File: config.mk
export PLATFORM = sky130hd
export DESIGN_NAME = pt_walker
export DESIGN_NICKNAME = d
export VERILOG_FILES = /design/src/rtl/pt_walker.sv
export SDC_FILE = /design/constraint.sdc
export NUM_CORES = 1
export LEC_CHECK = 0
export BUFFER_PORTS_ARGS = -buffer_cell sky130_fd_sc_hd__buf_2
export CAP_MARGIN = 20
export CORE_UTILIZATION = 36
export CTS_CLUSTER_SIZE = 16
export DETAILED_ROUTE_END_ITERATION = 8
export PLACE_DENSITY = 0.71
export SYNTH_ARGS = -nofsm -noshare
export SYNTH_HDL_FRONTEND = slang
export SYNTH_SLANG_ARGS = --single-unit
File: constraint.sdc
create_clock -name clk -period 7.4 [get_ports clk]
set_clock_uncertainty 0.05 [all_clocks]
set_input_delay 0.74 -clock clk [delete_from_list [all_inputs] [get_ports clk]]
set_output_delay 0.74 -clock clk [all_outputs]
set_load 0.05 [all_outputs]
File: src/rtl/pt_walker.sv
module pt_walker #(
  parameter int VA_W  = 32,
  parameter int PA_W  = 32,
  parameter int OFF_W = 12,
  parameter int PTE_W = 32
) (
  input  logic                   clk,
  input  logic                   rst_n,
  input  logic                   walk_valid,
  output logic                   walk_ready,
  input  logic [VA_W-OFF_W-1:0]  walk_vpn,
  input  logic [PA_W-1:0]        root_base,
  output logic                   mem_req_valid,
  input  logic                   mem_req_ready,
  output logic [PA_W-1:0]        mem_req_addr,
  input  logic                   mem_rsp_valid,
  input  logic [PTE_W-1:0]       mem_rsp_data,
  input  logic                   done_ready,
  output logic                   fill_valid,
  output logic                   fault_valid,
  output logic [VA_W-OFF_W-1:0]  res_vpn,
  output logic [PA_W-OFF_W-1:0]  fill_ppn,
  output logic [3:0]             fill_perm,
  output logic                   fault_lvl
);
  localparam int VPN_W = VA_W - OFF_W;
  localparam int IDX_W = VPN_W / 2;
  localparam int PPN_W = PA_W - OFF_W;

  typedef enum logic [2:0] {S_IDLE, S_RD1, S_RD2, S_DONE, S_FAULT} st_t;

  st_t              st;
  logic             issued;
  logic [VPN_W-1:0] vpn_q;
  logic [PA_W-1:0]  tbl_q;
  logic [PPN_W-1:0] ppn_q;
  logic [3:0]       perm_q;
  logic             lvl_q;

  logic             reading;
  logic             rsp_take;
  logic [IDX_W-1:0] idx;

  assign reading  = (st == S_RD1) || (st == S_RD2);
  assign rsp_take = reading && issued && mem_rsp_valid;
  assign idx      = (st == S_RD1) ? vpn_q[VPN_W-1 -: IDX_W] : vpn_q[IDX_W-1:0];

  assign walk_ready    = (st == S_IDLE);
  assign mem_req_valid = reading && !issued;
  assign mem_req_addr  = tbl_q + PA_W'({idx, 2'b00});
  assign fill_valid    = (st == S_DONE);
  assign fault_valid   = (st == S_FAULT);
  assign res_vpn       = vpn_q;
  assign fill_ppn      = ppn_q;
  assign fill_perm     = perm_q;
  assign fault_lvl     = lvl_q;

  always_ff @(posedge clk or negedge rst_n) begin
    if (!rst_n) begin
      st     <= S_IDLE;
      issued <= 1'b0;
      vpn_q  <= '0;
      tbl_q  <= '0;
      ppn_q  <= '0;
      perm_q <= '0;
      lvl_q  <= 1'b0;
    end else begin
      case (st)
        S_IDLE: if (walk_valid) begin
          vpn_q  <= walk_vpn;
          tbl_q  <= root_base;
          issued <= 1'b0;
          st     <= S_RD1;
        end
        S_RD1, S_RD2: begin
          if (mem_req_valid && mem_req_ready) begin
            issued <= 1'b1;
          end else if (rsp_take) begin
            issued <= 1'b0;
            if (!mem_rsp_data[0]) begin
              lvl_q <= (st == S_RD2);
              st    <= S_FAULT;
            end else if (st == S_RD1) begin
              tbl_q <= {mem_rsp_data[PTE_W-1 -: PPN_W], {OFF_W{1'b0}}};
              st    <= S_RD2;
            end else begin
              ppn_q  <= mem_rsp_data[PTE_W-1 -: PPN_W];
              perm_q <= mem_rsp_data[4:1];
              st     <= S_DONE;
            end
          end
        end
        S_DONE, S_FAULT: if (done_ready) st <= S_IDLE;
        default: st <= S_IDLE;
      endcase
    end
  end

  assert_one_outcome_R6: assert property (@(posedge clk) disable iff (!rst_n)
    !(fill_valid && fault_valid));

  assert_req_hold_R7: assert property (@(posedge clk) disable iff (!rst_n)
    mem_req_valid && !mem_req_ready |=> mem_req_valid && $stable(mem_req_addr));

  assert_req_drop_R7: assert property (@(posedge clk) disable iff (!rst_n)
    mem_req_valid && mem_req_ready |=> !mem_req_valid);

  assert_fill_hold_R8: assert property (@(posedge clk) disable iff (!rst_n)
    fill_valid && !done_ready |=> fill_valid && $stable(fill_ppn) && $stable(fill_perm) && $stable(res_vpn));

  assert_fault_hold_R8: assert property (@(posedge clk) disable iff (!rst_n)
    fault_valid && !done_ready |=> fault_valid && $stable(fault_lvl) && $stable(res_vpn));

  assert_release_R8: assert property (@(posedge clk) disable iff (!rst_n)
    (fill_valid || fault_valid) && done_ready |=> walk_ready);

  assert_busy_ignores_R9: assert property (@(posedge clk) disable iff (!rst_n)
    !walk_ready |=> $stable(res_vpn));

  assert_idle_quiet_R1: assert property (@(posedge clk) disable iff (!rst_n)
    walk_ready |-> !mem_req_valid && !fill_valid && !fault_valid);
endmodule

==> summary.txt <==
Outcome
  – Run status: completed

Clocking
  – Worst-Skew Late Latency: 0.35 ns
  – Hold-fix buffers, CTS: 0
  – Clock sink count: 81
  – H-tree Lvls: 3
  – Clock Tree Buf Depth: 2
  – Inserted Clock Buffers: 9
  – Post_cts resized: 0
  – Root Buffer: clkbuf_16
  – Post-CTS setup buffer count: 0
  – Clock transition at the registers of the reported paths: 0.07 ns
  – CTS tree: yes

Route
  – WL/cell: 15.0 µm
  – Routed Antenna Nets: 0
  – Drc violations: 0
  – Initial DRC Count: 144
  – Total Wirelength: 11500 µm
  – Pre-antenna DRT Iters: 4
  – Vias post-DR: 3865
  – Vias per Instance: 5.03

Global route
  – All-Layer GR Usage: 18.7%
  – Largest net degree at the start of global routing: 82
  – GRT overflow: 0
  – First-pass GRT wire length: 19100 µm
  – Vias in the first global route: 4069
  – Initial antenna violation count: 0

Final layout
  – Ant diodes: 0
  – Layout cells sized above 1: 42.2%
  – Fin nets: 696
  – Layout area overhead: 29.2%
  – Filler instances: 1149
  – Multi-input logic area: 0.00233 mm²
  – Storage cell area: 0.00203 mm²

Logic synthesis
  – EDFF count, synth: 0
  – Cell count after synthesis: 443
  – Synthesized cell area: 0.00451 mm²
  – Synth Area in XOR/XNOR: 5.44%
  – Seq/Total Area, Yosys: 45.0%
  – Compound-gate portion of the synthesized area: 12.3%
  – Post-synth top flop: dfrtp_1
  – Synth Register Bits: 81
  – Synth warn: 0
  – Asr flop ratio synth: 100%
  – Simple-gate share of the synthesized area: 16.5%
  – Count of different cell masters after synthesis: 53
  – Syn_area_per_cell: 10.2 µm²
  – Post-Synth Adder-Cell Area: 3.22%
  – Main combinational cell family by area after synthesis: simple AND/OR/NAND/NOR gates
  – Proportion of synthesized area in mux cells: 14.0%
  – Synthesized Nets: 544

Critical path
  – Critical path peak fanout: 13
  – Startpoint class of the critical path: flip-flop
  – Worst endpoint required time: 6.61 ns
  – R2r endpoint: fill_ppn[0]$_DFFE_PN0P_
  – R2R depth: 4
  – Worst setup path startpoint: st[2]$_DFFE_PN0P_
  – RR Startpoint: st[2]$_DFFE_PN0P_
  – CP endpoint kind: primary output
  – Arr. time, crit path: 4.42 ns
  – R2r setup slk: 5.05 ns
  – Crit path kind: reg -> out

Timing
  – Fin crit share: 70.4%
  – RSZ-0062 raised after global routing: false
  – Setup Total Neg Slack: 0 ns
  – Worst slew margin: 30.6%
  – Final setup viols: 0
  – Final Hold Fails: 0
  – Tightest Pin Transition: 1.04 ns
  – Max-slew violations: 0
  – Max Fclk: 0.192 GHz
  – Fin crit period: 5.21 ns

Place
  – Post-DP HPWL: 8640 µm
  – Buffers on Ports: 163
  – RD Place Congestion: 0.800

Floorplan
  – FP Rows: 40
  – DIE HEIGHT: 114 µm
  – Die ar.: 0.0130 mm²
  – Die width: 114 µm
  – Ports: 171
  – Core Area: 0.0121 mm²
  – Initial Util: 37.2%

Run
  – Max-cap violations: 0

Hold path
  – Hold Path Class: in -> async
==> cell usage after synthesis (all sizes together) (5+ instances only) <==
| master | instances | share of area, % |
|---|---|---|
| inv | 8 | 0.67 |
| buf | 17 | 2.2 |
| nand3 | 16 | 1.8 |
| a31oi | 20 | 2.8 |
| dfrtp | 81 | 45 |
| xor2 | 13 | 2.5 |
| clkbuf | 9 | 0.75 |
| mux2 | 56 | 14 |
| and3 | 6 | 0.83 |
| nor2 | 31 | 2.6 |
| ha | 10 | 2.8 |
| o21ai | 10 | 1.1 |
| nand2 | 80 | 6.7 |
| a211oi | 6 | 1.0 |
| o211ai | 8 | 1.6 |
| nor3 | 5 | 1.1 |
| a21oi | 11 | 1.4 |
| xnor2 | 15 | 2.9 |
==> critical path: stages, from the launching register on <==
cell	delay, ns
dfrtp_1	0.54
nor3b_2	0.91
mux2_2	0.31
ha_1	0.16
inv_1	0.06
fa_1	0.41
nand2b_1	0.21
a21oi_2	0.18
o211ai_2	0.32
a2111oi_2	0.48
xor2_1	0.19
buf_2	0.29
==> through the flow <==
stage | cell area (µm²) | std cells | worst slack, ns | util [%] | hold slack (ns)
detailed placement | 5430 | 750 | 2.56 | 44.8 | 0.405
floorplan | 4510 | 443 | 2.50 | - | 0.388
finish | 5820 | 768 | 2.19 | 48.1 | 0.180
global placement | 5430 | 750 | 2.61 | 44.8 | 0.398
global route | 5820 | 768 | 1.90 | 48.1 | 0.184
CTS | 5770 | 766 | 2.17 | 47.6 | 0.420
==> layout by cell type (no fill, tap or decap), types with 6 or more instances in the layout <==
| cell | instances |
|---|---|
| buf_2 | 162 |
| dfrtp_1 | 81 |
| nand2_1 | 80 |
| mux2_2 | 55 |
| nor2_1 | 31 |
| a31oi_1 | 20 |
| nand3_1 | 16 |
| xnor2_1 | 15 |
| xor2_1 | 13 |
| o21ai_0 | 10 |
| ha_1 | 10 |
| clkbuf_16 | 10 |
| a21oi_1 | 9 |
| inv_1 | 8 |
| and3_1 | 6 |
| a211oi_1 | 6 |
| o211ai_1 | 6 |
==> final cells by class <==
type	count	area share, %
clock buffer	9	3.87
clock inverter	7	2.02
inverter	8	0.516
multi-input combinational	328	40.0
sequential	81	34.8
tap	168	3.61
timing repair buffer	167	15.2
==> kinds of logic (layout without fill, tap and decap cells) <==
logic type / count (synthesis) / in the layout
compound gates: 74 / 74
xor+xnor: 28 / 28
fa+ha+maj: 11 / 11
buf+inv: 34 / 191
flops: 81 / 81
mux: 56 / 56
simple gates: 159 / 159
==> sequential cells by signal, summed over array words and instances, names as in the netlist <==
register and count:
res_vpn 20, fill_perm 4, issued 1, fill_ppn 20
fault_lvl 1, tbl_q 32, st 3
==> metal layers <==
layer | up-vias | routed length (µm) | global-route usage [%]
li1 | 1860 | - | -
met1 | 1864 | 5060 | 22.8
met2 | 124 | 5600 | 31.5
met3 | 17 | 631 | 5.21
met4 | 0 | 236 | 7.19
met5 | - | 0 | 0
==> worst max path at each step <==
stage,to,slack [ns],cells past startpoint
after floorplan,mem_req_addr[13],2.50,9
after global placement,mem_req_addr[31],2.61,9
after detailed placement,mem_req_addr[31],2.56,9
after CTS,mem_req_addr[20],2.17,11
after global routing,mem_req_addr[20],1.90,11
final,mem_req_addr[20],2.19,11
Power is left out: the tool's default activity adds up to more than one toggle a clock period on the data nets, which glitch-free logic cannot reach.
